**src/rtl/spec_ctl_pkg.sv**
```systemverilog
package spec_ctl_pkg;
  localparam int unsigned CTL_BITS  = 2;
  localparam int unsigned BIT_RSPEC = 0;
  localparam int unsigned BIT_ISO   = 1;
  localparam logic [11:0] SAVE_OFFSET = 12'h2E0;

  typedef enum logic [1:0] {TGT_NONE, TGT_CMD, TGT_CTL} tgt_e;
endpackage

```
**src/rtl/spec_ctl_decode.sv**
```systemverilog
module spec_ctl_decode
  import spec_ctl_pkg::*;
#(
  parameter int unsigned ADDR_W   = 32,
  parameter int unsigned DATA_W   = 64,
  parameter logic [ADDR_W-1:0] CMD_ADDR = 'h49,
  parameter logic [ADDR_W-1:0] CTL_ADDR = 'h48,
  parameter logic [CTL_BITS-1:0] IMP_MASK = 2'b11
) (
  input  logic              valid_i,
  input  logic              write_i,
  input  logic [ADDR_W-1:0] addr_i,
  input  logic [DATA_W-1:0] wdata_i,
  input  logic              busy_i,
  output logic              accept_o,
  output logic              fault_o,
  output logic              ctl_wr_o,
  output logic              ctl_rd_o,
  output logic              barrier_req_o,
  output logic              new_win_req_o,
  output logic              wr_done_o
);
  tgt_e tgt;
  logic bad, ok, hi_cmd, hi_ctl;

  always_comb begin
    if (addr_i == CMD_ADDR)      tgt = TGT_CMD;
    else if (addr_i == CTL_ADDR) tgt = TGT_CTL;
    else                         tgt = TGT_NONE;

    hi_cmd = |wdata_i[DATA_W-1:1];
    hi_ctl = |wdata_i[DATA_W-1:CTL_BITS];

    unique case (tgt)
      TGT_CMD: bad = !write_i || hi_cmd;
      TGT_CTL: bad = write_i && hi_ctl;
      default: bad = 1'b1;
    endcase

    accept_o      = valid_i && !busy_i;
    fault_o       = accept_o && bad;
    ok            = accept_o && !bad;
    ctl_wr_o      = ok && write_i && (tgt == TGT_CTL);
    ctl_rd_o      = ok && !write_i && (tgt == TGT_CTL);
    barrier_req_o = ok && write_i && (tgt == TGT_CMD) && wdata_i[0];
    // restricted-speculation write reopens the window even if already set
    new_win_req_o = ctl_wr_o && wdata_i[BIT_RSPEC] && IMP_MASK[BIT_RSPEC];
    wr_done_o     = ok && write_i;
  end
endmodule

```
**src/rtl/spec_ctl_ctx.sv**
```systemverilog
module spec_ctl_ctx
  import spec_ctl_pkg::*;
#(
  parameter logic [CTL_BITS-1:0] IMP_MASK = 2'b11
) (
  input  logic                clk_i,
  input  logic                rst_ni,
  input  logic                ctl_wr_i,
  input  logic [CTL_BITS-1:0] wdata_i,
  input  logic                vm_entry_i,
  input  logic [CTL_BITS-1:0] restore_i,
  input  logic                vm_exit_i,
  output logic                guest_mode_o,
  output logic [CTL_BITS-1:0] sel_o,
  output logic [CTL_BITS-1:0] eff_o,
  output logic                save_valid_o,
  output logic [CTL_BITS-1:0] save_data_o
);
  logic [CTL_BITS-1:0] host_q, guest_q, save_q;
  logic gm_q, sv_q, do_entry, do_exit;

  assign do_entry = vm_entry_i && !gm_q;
  assign do_exit  = vm_exit_i && gm_q;

  always_ff @(posedge clk_i or negedge rst_ni) begin
    if (!rst_ni) begin
      host_q  <= '0;
      guest_q <= '0;
      gm_q    <= 1'b0;
      sv_q    <= 1'b0;
      save_q  <= '0;
    end else begin
      if (ctl_wr_i && !gm_q) host_q <= wdata_i & IMP_MASK;
      if (do_entry)               guest_q <= restore_i & IMP_MASK;
      else if (ctl_wr_i && gm_q)  guest_q <= wdata_i & IMP_MASK;
      if (do_exit)       gm_q <= 1'b0;
      else if (do_entry) gm_q <= 1'b1;
      sv_q <= do_exit;
      if (do_exit) save_q <= guest_q;
    end
  end

  assign guest_mode_o = gm_q;
  assign sel_o        = gm_q ? guest_q : host_q;
  assign eff_o        = host_q | (gm_q ? guest_q : '0);
  assign save_valid_o = sv_q;
  assign save_data_o  = save_q;


  save_mode_chk: assert property (@(posedge clk_i) disable iff (!rst_ni)
    save_valid_o |-> !guest_mode_o);

  restore_load_chk: assert property (@(posedge clk_i) disable iff (!rst_ni)
    $rose(gm_q) |-> guest_q == ($past(restore_i) & IMP_MASK));

  unimpl_zero_chk: assert property (@(posedge clk_i) disable iff (!rst_ni)
    (eff_o & ~IMP_MASK) == '0);
endmodule

```
**src/rtl/spec_ctl_pulse.sv**
```systemverilog
module spec_ctl_pulse #(
  parameter int unsigned BUSY_CYCLES = 2
) (
  input  logic clk_i,
  input  logic rst_ni,
  input  logic barrier_req_i,
  input  logic new_win_req_i,
  input  logic wr_done_i,
  output logic barrier_o,
  output logic new_win_o,
  output logic busy_o
);
  localparam int unsigned CNT_W = (BUSY_CYCLES > 0) ? $clog2(BUSY_CYCLES + 1) : 1;

  logic bar_q, nw_q;

  always_ff @(posedge clk_i or negedge rst_ni) begin
    if (!rst_ni) begin
      bar_q <= 1'b0;
      nw_q  <= 1'b0;
    end else begin
      bar_q <= barrier_req_i;
      nw_q  <= new_win_req_i;
    end
  end

  assign barrier_o = bar_q;
  assign new_win_o = nw_q;

  generate
    if (BUSY_CYCLES > 0) begin : g_busy
      logic [CNT_W-1:0] cnt_q;
      always_ff @(posedge clk_i or negedge rst_ni) begin
        if (!rst_ni)             cnt_q <= '0;
        else if (wr_done_i)      cnt_q <= CNT_W'(BUSY_CYCLES);
        else if (cnt_q != '0)    cnt_q <= cnt_q - 1'b1;
      end
      assign busy_o = (cnt_q != '0);


      busy_after_wr_chk: assert property (@(posedge clk_i) disable iff (!rst_ni)
        wr_done_i |=> busy_o);

      barrier_single_chk: assert property (@(posedge clk_i) disable iff (!rst_ni)
        barrier_o |=> !barrier_o);
    end else begin : g_nobusy
      assign busy_o = 1'b0;
    end
  endgenerate
endmodule

```
**src/rtl/spec_ctl_unit.sv**
```systemverilog
module spec_ctl_unit
  import spec_ctl_pkg::*;
#(
  parameter int unsigned ADDR_W      = 32,
  parameter int unsigned DATA_W      = 64,
  parameter logic [ADDR_W-1:0] CMD_ADDR = 'h49,
  parameter logic [ADDR_W-1:0] CTL_ADDR = 'h48,
  parameter bit          HAS_RSPEC   = 1'b1,
  parameter bit          HAS_ISO     = 1'b1,
  parameter int unsigned BUSY_CYCLES = 2
) (
  input  logic              clk_i,
  input  logic              rst_ni,
  input  logic              req_valid_i,
  input  logic              req_write_i,
  input  logic [ADDR_W-1:0] req_addr_i,
  input  logic [DATA_W-1:0] req_wdata_i,
  output logic              rsp_valid_o,
  output logic              rsp_fault_o,
  output logic [DATA_W-1:0] rsp_rdata_o,
  output logic              busy_o,
  output logic              barrier_o,
  output logic              new_window_o,
  output logic              eff_rspec_o,
  output logic              eff_iso_o,
  input  logic              vm_entry_i,
  input  logic [1:0]        restore_ctl_i,
  input  logic              vm_exit_i,
  output logic              guest_mode_o,
  output logic              save_valid_o,
  output logic [11:0]       save_offset_o,
  output logic [DATA_W-1:0] save_data_o
);
  localparam logic [CTL_BITS-1:0] IMP_MASK = {HAS_ISO, HAS_RSPEC};

  logic accept, fault, ctl_wr, ctl_rd, bar_req, nw_req, wr_done;
  logic [CTL_BITS-1:0] sel, eff, save_ctl;
  logic rv_q, rf_q;
  logic [DATA_W-1:0] rd_q;

  spec_ctl_decode #(
    .ADDR_W(ADDR_W), .DATA_W(DATA_W), .CMD_ADDR(CMD_ADDR),
    .CTL_ADDR(CTL_ADDR), .IMP_MASK(IMP_MASK)
  ) u_dec (
    .valid_i(req_valid_i), .write_i(req_write_i), .addr_i(req_addr_i),
    .wdata_i(req_wdata_i), .busy_i(busy_o), .accept_o(accept),
    .fault_o(fault), .ctl_wr_o(ctl_wr), .ctl_rd_o(ctl_rd),
    .barrier_req_o(bar_req), .new_win_req_o(nw_req), .wr_done_o(wr_done)
  );

  spec_ctl_ctx #(.IMP_MASK(IMP_MASK)) u_ctx (
    .clk_i(clk_i), .rst_ni(rst_ni), .ctl_wr_i(ctl_wr),
    .wdata_i(req_wdata_i[CTL_BITS-1:0]), .vm_entry_i(vm_entry_i),
    .restore_i(restore_ctl_i), .vm_exit_i(vm_exit_i),
    .guest_mode_o(guest_mode_o), .sel_o(sel), .eff_o(eff),
    .save_valid_o(save_valid_o), .save_data_o(save_ctl)
  );

  spec_ctl_pulse #(.BUSY_CYCLES(BUSY_CYCLES)) u_pls (
    .clk_i(clk_i), .rst_ni(rst_ni), .barrier_req_i(bar_req),
    .new_win_req_i(nw_req), .wr_done_i(wr_done), .barrier_o(barrier_o),
    .new_win_o(new_window_o), .busy_o(busy_o)
  );

  always_ff @(posedge clk_i or negedge rst_ni) begin
    if (!rst_ni) begin
      rv_q <= 1'b0;
      rf_q <= 1'b0;
      rd_q <= '0;
    end else begin
      rv_q <= accept;
      rf_q <= fault;
      rd_q <= ctl_rd ? DATA_W'(sel) : '0;
    end
  end

  assign rsp_valid_o   = rv_q;
  assign rsp_fault_o   = rf_q;
  assign rsp_rdata_o   = rd_q;
  assign eff_rspec_o   = eff[BIT_RSPEC];
  assign eff_iso_o     = eff[BIT_ISO];
  assign save_offset_o = SAVE_OFFSET;
  assign save_data_o   = DATA_W'(save_ctl);


  cmd_read_fault_chk: assert property (@(posedge clk_i) disable iff (!rst_ni)
    (req_valid_i && !busy_o && !req_write_i && req_addr_i == CMD_ADDR)
      |=> (rsp_valid_o && rsp_fault_o));

  busy_drop_chk: assert property (@(posedge clk_i) disable iff (!rst_ni)
    busy_o |=> !rsp_valid_o);

  fault_no_barrier_chk: assert property (@(posedge clk_i) disable iff (!rst_ni)
    rsp_fault_o |-> !barrier_o && !new_window_o);

  rdata_high_zero_chk: assert property (@(posedge clk_i) disable iff (!rst_ni)
    rsp_rdata_o[DATA_W-1:CTL_BITS] == '0);
endmodule

```
**config.mk**
```make
export PLATFORM = sky130hd
export DESIGN_NAME = spec_ctl_unit
export DESIGN_NICKNAME = d
export VERILOG_FILES = /design/src/rtl/spec_ctl_pkg.sv /design/src/rtl/spec_ctl_decode.sv /design/src/rtl/spec_ctl_ctx.sv /design/src/rtl/spec_ctl_pulse.sv /design/src/rtl/spec_ctl_unit.sv
export SDC_FILE = /design/constraint.sdc
export NUM_CORES = 1
export LEC_CHECK = 0
export ABC_AREA = 0
export ABC_CLOCK_PERIOD_IN_PS = 6200
export BUFFER_PORTS_ARGS = -buffer_cell sky130_fd_sc_hd__buf_2
export CORE_AREA = 2 2 99 101
export DETAILED_ROUTE_END_ITERATION = 16
export DIE_AREA = 0 0 101 103
export GPL_ROUTABILITY_DRIVEN = 1
export PLACE_DENSITY = 0.66
export SYNTH_ARGS = -nofsm -noshare
export SYNTH_HDL_FRONTEND = slang
export SYNTH_HIERARCHICAL = 1
export SYNTH_SLANG_ARGS = --single-unit
```
**constraint.sdc**
```tcl
create_clock -name clk_i -period 6.2 [get_ports clk_i]
set_input_delay 0.62 -clock clk_i [delete_from_list [all_inputs] [get_ports clk_i]]
set_output_delay 0.62 -clock clk_i [all_outputs]
set_load 0.02 [all_outputs]
```
# Yosys cells after proc, flatten, opt, wreduce, memory -nomap -nowiden
# Index checks and enable logic that the tools add are counted.
# totals
ff_bits	78
input_bits	104
out_inout_bits	149
word_cells	55
# op_classes
n_addsub	1
eq_ne	4
n_mux	12
bitwise_logic	1
n_reduce_logical	26
# ops
op	count
== test 32 x 7 -> 1 bit, second input constant	2
OR reduction 63 bit	1
OR reduction 62 bit	1
2-to-1 mux 2 bit	9
logical AND 1 bit	15
nonzero test 2 bit	4
logical NOT 1 bit	4
== test 2 x 1 -> 1 bit, second input constant	1
== test 2 bit, second input constant	1
2-to-1 mux 1 bit	2
OR 2 bit	1
case mux 1 bit (2 select lines)	1
subtractor 2 x 1 -> 2 bit, second input constant	1
logical OR 1 bit	1

# Logic depth before layout (Yosys ltp)
# Gate-level depths: netlist (run 1).
# depth
word_depth	12
ltp_mapped	7
depth_no_buf	7

# By module
# Netlist (run 1), hierarchy kept.
# by_module_without_submodules
mod	instances	cells_per_inst	area_each_um2	seq_area_each_um2
spec_ctl_unit	1	144	1141.1	100.1
spec_ctl_ctx	1	27	407.9	200.2
spec_ctl_decode	1	46	337.8	0.0
spec_ctl_pulse	1	12	148.9	100.1

# Worst setup path after synthesis (run 1)
# No wires, ideal clock.
# synth_path
path_type	input-to-reg
from	input req_wdata_i[30]
to	register u_ctx.host_q[0]
setup_time_ns	0.125
t_arrival_ns	2.641
required_ns	6.075
setup_slack_ns	3.434
cell_stages	6
path_buffers	0
path_cell_list	nor4_1 -> nand4_1 -> or4_4 -> nor4_1 -> nor2b_4 -> mux2_4
# synth_between
elab_chain_len	8
elab_cells_between_ends	10
cone_classes	mux: 1; reduce/logical: 9
# synth_rtl
item	line_no	source
from (decl)	spec_ctl_unit.sv:17	input logic [DATA_W-1:0] req_wdata_i,
OR reduction 63 bit or OR reduction 62 bit (tied branches)	spec_ctl_decode.sv:31, spec_ctl_decode.sv:32	
logical OR 1 bit or logical AND 1 bit (tied branches)	spec_ctl_decode.sv:35, spec_ctl_decode.sv:36	
case mux 1 bit (2 select lines) *	spec_ctl_decode.sv:34	unique case (tgt)
logical NOT 1 bit *	spec_ctl_decode.sv:42	ok = accept_o && !bad;
logical AND 1 bit *	spec_ctl_decode.sv:42	
logical AND 1 bit * (2 in a row)	spec_ctl_decode.sv:43	ctl_wr_o = ok && write_i && (tgt == TGT_CTL);
via ctl_wr	spec_ctl_unit.sv:36	logic accept, fault, ctl_wr, ctl_rd, bar_req, nw_req, wr_done;
logical AND 1 bit *	spec_ctl_ctx.sv:33	if (ctl_wr_i && !gm_q) host_q <= wdata_i & IMP_MASK;
to (signal assigned)	spec_ctl_ctx.sv:33	
to (decl)	spec_ctl_ctx.sv:19	logic [CTL_BITS-1:0] host_q, guest_q, save_q;
# The timed path passes the listed nets; every way through them passes the cells marked *.
# A chain may end at the register's enable or synchronous reset.

# Final worst setup path (run 1)
# layout_path
from	input req_wdata_i[5]
to	register u_ctx.host_q[1]
# The elaborated chain is that of the path after synthesis.

==> results of run 1 <==
## cells in the final DEF, fill, tap and decap left out, types with 2 or more instances in the layout
cell	synthesis	final
clkbuf_8	0	4
a21boi_0	2	2
mux2i_1	6	6
mux2_2	2	2
a21o_2	2	2
dfrtp_1	16	16
nor4_1	22	22
and2_1	2	2
nor3_1	3	3
nand4_1	6	6
nor2_1	3	3
nor4b_2	2	2
inv_1	6	6
mux2_4	4	4
conb_1	2	136
buf_2	0	116
## sequential cells by signal (all words and copies together) (netlist names)
signal	flops
u_ctx/guest_mode_o	1
rsp_rdata_o	2
u_ctx/host_q	2
u_pls/barrier_o	1
u_ctx/save_data_o	2
rsp_fault_o	1
u_pls/g_busy.cnt_q	2
u_ctx/save_valid_o	1
rsp_valid_o	1
u_ctx/guest_q	2
u_pls/new_win_o	1
## final cells by class
class	count	area, um2	area share
Sequential cell	16	400	0.175
Multi-Input combinational cell	204	1080	0.474
Inverter	6	22.5	0.00985
Timing Repair Buffer	116	581	0.254
Tap cell	114	143	0.0624
Clock buffer	4	55.1	0.0241
Antenna cell	1	2.50	0.00109
## how the worst max path moves through the flow
stage	end	slack, ns	cells past startpoint
global placement	u_ctx/host_q[1]	3.12	7
detailed placement	u_ctx/host_q[1]	3.09	7
finish	u_ctx/host_q[1]	3.37	7
floorplan	u_ctx/host_q[0]	3.43	6
global route	u_ctx/host_q[1]	3.24	7
CTS	u_ctx/host_q[1]	3.35	7
## report_power, final
| group | total [mW] | leakage, nW | switching [mW] | internal (mW) |
|---|---|---|---|---|
| Combinational | 0.182 | 1.10 | 0.124 | 0.0582 |
| Sequential | 0.134 | 0.206 | 0.0156 | 0.119 |
| Clock | 0.0910 | 0.0288 | 0.0348 | 0.0562 |
| Total | 0.407 | 1.34 | 0.174 | 0.233 |
## synth_stat cells
cell type,number,area (um2)
mux2_2,2,22.5
a21o_2,2,17.5
nand2_4,1,11.3
nor4b_2,2,30.0
xor2_1,1,8.76
mux2_4,4,60.1
or4b_4,1,13.8
nor4_2,1,12.5
o21a_1,1,7.51
nor2b_1,1,6.26
buf_6,1,11.3
nor2_1,3,11.3
nand4_1,6,37.5
nor3_1,3,15.0
mux2i_1,6,60.1
inv_1,6,22.5
ha_1,1,12.5
nand3_1,1,5.00
and2_1,2,12.5
o41ai_1,1,8.76
a211o_1,1,8.76
dfrtp_1,16,400
or4_4,1,11.3
nor2b_4,1,13.8
nor4_1,22,138
buf_4,136,1020
conb_1,2,7.51
a21boi_0,2,15.0
a2111oi_4,1,27.5
nand2b_1,1,6.26
## cells by family (layout without fill, tap and decap cells)
group	after synthesis	after routing	share of synthesized area
buffers and inverters	143	126	0.518
AND/OR/NAND/NOR	46	46	0.159
flip-flops	16	16	0.197
multiplexers	12	12	0.0701
AO/OA/AOI/OAI	8	8	0.0418
other	2	137	0.00369
adder cells (fa/ha/maj)	1	1	0.00615
XOR/XNOR	1	1	0.00430
## stage by stage
step	setup WS (ns)	cell area, um2
3_5_place_dp	3.09	2230
6_report	3.37	2290
5_1_grt	3.24	2280
3_3_place_gp	3.12	2230
4_1_cts	3.35	2280
2_1_floorplan	3.43	2540
## layer usage
metal / track usage / up-vias / routed length (um)
met3: 0.0251 / 10 / 713
li1: - / 740 / -
met4: 0.0239 / 4 / 63
met2: 0.117 / 145 / 2160
met1: 0.0640 / 700 / 1500
met5: 0 / - / 27
==> impl_metrics.tcl, run 1 <==
set metrics [dict create \
    status "finished, final reports clean" \
    cpPeakStageDelay_ns 0.60 \
    drc 0 \
    critPathCaptureType "register" \
    ys_seq_area_frac 0.197 \
    drv_cap 0 \
    place.gp.congestion 0.844 \
    grt_pass1_vias 1107 \
    crit_path_frequent_cell "nor4_1" \
    timing.rr.end "u_ctx/host_q[1]" \
    drtIter0Drc 14 \
    crit_type "in2reg" \
    drt-total-wl_mm 4.46 \
    r2r_cells 7 \
    powerDensity_mw_per_mm2 178 \
    io_buffers 116 \
    yosysWarnings 6 \
    cpMaxStageDelayCell "or4_4" \
    instances_no_fill 461 \
    num_rows 36 \
    r2r_slack_ns 3.59 \
    ant_nets 0 \
    cts.path.max_buffers 2 \
    arrival_ns 2.96 \
    vias 1599 \
    via_per_inst 3.47 \
    nFillCells 1056 \
    synthCells 229 \
    initial_utilization 0.215 \
    cts-resized-gates 0 \
    dr.pass1.iters 4 \
    crit_chain "buf_2 -> nor4_1 -> nand4_1 -> or4_4 -> nor4_1 -> nor2b_4 -> mux2_4" \
    syn_avg_cell_area_um2 8.89 \
    dp_cells 456 \
    start_kind "input pin" \
    overflow 0 \
    coreArea_mm2 0.00946 \
    timing.hold.ws_ns 0.285 \
    hold_buffers 0 \
    setup_viol 0 \
    cp-startpoint "req_wdata_i[5]" \
    leakage_nw 1.34 \
    cts_post_setup_buffers_inserted 0 \
    worst_pin_slew_ns 0.649 \
    synth_cell_types 30 \
    required_ns 6.33 \
    setup-tns-final_ns 0 \
    cts_buffers 3 \
    worst_path_dominant_cell_family "simple AND/OR/NAND/NOR gates" \
    drive_above_1_share 0.393 \
    dieArea_mm2 0.0104 \
    syn_area_mm2 0.00204 \
    worstSkewPairLatency_ns 0.25 \
    nets 452 \
    hp-class "in2async" \
    grt_start_max_net_pins 17 \
    rr_startpoint "u_pls/g_busy.cnt_q[0]" \
    clkSinkCount 16 \
    antenna_found_initial 3 \
    cts.clk_slew.worst_paths_ns 0.07 \
    min_period_ns 2.83 \
    area.growth.synth_to_final_pct 12.4 \
    cts_tree "yes" \
    hold_viol 0 \
    cp_max_fo 4 \
    die_w_um 101 \
    h-tree-depth 1 \
    rsz0062_at_grt "false" \
    clock.fmax_mhz 354 \
    slew_viol_final 0 \
    final.setup_skew_ns 0.00526 \
    fin_util 0.242 \
    drt-wirelength-per-cell_um 9.67 \
    finalCritPeriodShare 0.456 \
    io_pins 253 \
    relSlewSlack 0.563 \
    crit_buf_inv 1 \
    dp_hpwl_mm 4.04 \
    vdd_ir_drop_max_mv 0.0589 \
    power_mw 0.407 \
    ys_ff_latch 16 \
    grt_pass1_wl_mm 4.97 \
    root_buffer "clkbuf_8" \
    die_y_um 103 \
    grtUsageTotal 0.0633 \
]
(Power assumes the default switching activity.)
==> inputs of run 2 (changes only) <==
--- a/config.mk
+++ b/config.mk
@@ -6,13 +6,13 @@
 export NUM_CORES = 1
 export LEC_CHECK = 0
 export ABC_AREA = 0
-export ABC_CLOCK_PERIOD_IN_PS = 6200
+export ABC_CLOCK_PERIOD_IN_PS = 2300
 export BUFFER_PORTS_ARGS = -buffer_cell sky130_fd_sc_hd__buf_2
 export CORE_AREA = 2 2 99 101
 export DETAILED_ROUTE_END_ITERATION = 16
 export DIE_AREA = 0 0 101 103
 export GPL_ROUTABILITY_DRIVEN = 1
-export PLACE_DENSITY = 0.66
+export PLACE_DENSITY = 0.68
 export SYNTH_ARGS = -nofsm -noshare
 export SYNTH_HDL_FRONTEND = slang
 export SYNTH_HIERARCHICAL = 1
==> constraint.sdc (replaced) <==
create_clock -name clk_i -period 2.3 [get_ports clk_i]
set_input_delay 0.23 -clock clk_i [delete_from_list [all_inputs] [get_ports clk_i]]
set_output_delay 0.23 -clock clk_i [all_outputs]
set_load 0.02 [all_outputs]
==> impl_metrics.tcl, run 2 (synthesized netlist as in run 1, its figures left out) <==
set metrics [dict create \
    num_rows 36 \
    antenna_found_initial 1 \
    clock.fmax_mhz 471 \
    leakage_nw 1.37 \
    setup_viol 0 \
    root_buffer "clkbuf_8" \
    crit_type "reg2reg" \
    placed_area_mm2 0.00229 \
    drive_above_1_share 0.403 \
    dp_cells 462 \
    place.gp.congestion 0.837 \
    hold_viol 0 \
    p_clk_frac 0.199 \
    instances_no_fill 466 \
    initial_utilization 0.215 \
    drtIter0Drc 18 \
    die_w_um 101 \
    fin_ws_ns 0.178 \
    cts.clk_slew.worst_paths_ns 0.06 \
    drt-total-wl_mm 4.47 \
    finalCritPeriodShare 0.923 \
    seqPwrFrac 0.343 \
    timing.hold.ws_ns 0.228 \
    min_period_ns 2.12 \
    vdd_ir_drop_max_mv 0.204 \
    start_kind "register" \
    via_per_inst 3.43 \
    cp_max_fo 4 \
    dr.pass1.iters 4 \
    switchingPower_mw 0.469 \
    arrival_ns 2.26 \
    final_common_cell "conb_1" \
    final_cell_mix "136 x conb_1, 116 x buf_2, 21 x nor4_1" \
    grtUsageTotal 0.0641 \
    area.growth.synth_to_final_pct 15.0 \
    nets 459 \
    ant_nets 0 \
    rsz0062_at_grt "false" \
    dp_hpwl_mm 3.96 \
    powerDensity_mw_per_mm2 455 \
    cts_buffers 3 \
    combPwrFrac 0.458 \
    setup-tns-final_ns 0 \
    sw_frac_of_total 0.440 \
    hp-class "in2reg" \
    required_ns 2.43 \
    coreArea_mm2 0.00946 \
    overflow 0 \
    grt_pass1_wl_mm 5.11 \
    vias 1600 \
    cts-resized-gates 0 \
    slew_viol_final 0 \
    worstSkewPairLatency_ns 0.25 \
    status "finished, final reports clean" \
    final.setup_skew_ns 0.00316 \
    io_pins 253 \
    intPower_mw 0.596 \
    n_antenna_cell 0 \
    grt_pass1_vias 1162 \
    drv_cap 0 \
    design_area_mm2 0.00234 \
    cts.path.max_buffers 2 \
    drt-wirelength-per-cell_um 9.59 \
    dieArea_mm2 0.0104 \
    cts_tree "yes" \
    critPathCaptureType "register" \
    h-tree-depth 1 \
    die_y_um 103 \
    grt_start_max_net_pins 17 \
    drc 0 \
    pre_cts_ws_ns -0.00571 \
    io_buffers 116 \
    clkSinkCount 16 \
]
-- run 2: cell types whose count changed in the layout (fill, tap and decap cells not counted) --
cell	before	now
buf_4	0	6
diode_2	1	0
clkbuf_8	4	3
nor4_4	0	1
nor4_1	22	21
dlygate4sd3_1	0	1
-- run 2: layout make-up --
class | count | area, um2
fillers | 1040 | 7120
multi-input cells | 204 | 1100
repair buffers | 123 | 636
flip-flops and latches | 16 | 400
well taps | 114 | 143
clock buffers | 3 | 41.3
inverters | 6 | 22.5
-- run 2: path summary, 6_finish.rpt --
| check | from | end | slack, ns | cells after the start |
|---|---|---|---|---|
| min in group asynchronous | rst_ni | u_ctx/guest_q[0] | 0.44 | 2 |
| max in group asynchronous | rst_ni | rsp_rdata_o[1] | 1.59 | 2 |
| worst min-delay path | vm_exit_i | u_ctx/save_valid_o | 0.23 | 3 |
| worst min register to register | u_pls/g_busy.cnt_q[1] | u_pls/g_busy.cnt_q[1] | 0.50 | 1 |
| worst max register to register | u_pls/g_busy.cnt_q[0] | u_ctx/host_q[1] | 0.18 | 7 |
| worst max-delay path | u_pls/g_busy.cnt_q[0] | u_ctx/host_q[1] | 0.18 | 7 |
-- run 2: stage by stage --
| step | util | power [mW] |
|---|---|---|
| floorplan | - | 0.875 |
| global placement | 0.242 | 0.850 |
| detailed placement | 0.242 | 0.851 |
| CTS | 0.247 | 1.07 |
| global route | 0.247 | 1.13 |
| finish | 0.247 | 1.06 |
-- run 2: what timing repair did --
item | 4_1_cts | 5_1_grt
setup buffers | 0 | 0
hold buffers | 1 | 0
hold endpoints to repair | 16 | 0
-- run 2: metal layers --
layer  GRT usage  part of all wire  wire, um  vias to the layer above
met2       0.119              0.47      2110                      146
li1            -                 -         -                      756
met4      0.0218            0.0065        29                        2
met1      0.0718              0.36      1630                      690
met5           0            0.0027        12                        -
met3      0.0149              0.15       684                        6
-- run 2: worst max-delay path, stage by stage (launching register included) --
cell     delay, ns
dfrtp_1       0.39
inv_1         0.06
ha_1          0.22
inv_1         0.10
or4b_4        0.56
nor4_4        0.17
nor2b_4       0.21
mux2_4        0.30
-- run 2: power groups by stage --
stage / registers [mW] / clock network (mW) / logic [mW]
floorplan: 0.382 / 0 / 0.493
global placement: 0.369 / 0 / 0.481
detailed placement: 0.369 / 0 / 0.482
CTS: 0.365 / 0.216 / 0.485
global route: 0.369 / 0.228 / 0.530
finish: 0.365 / 0.212 / 0.488
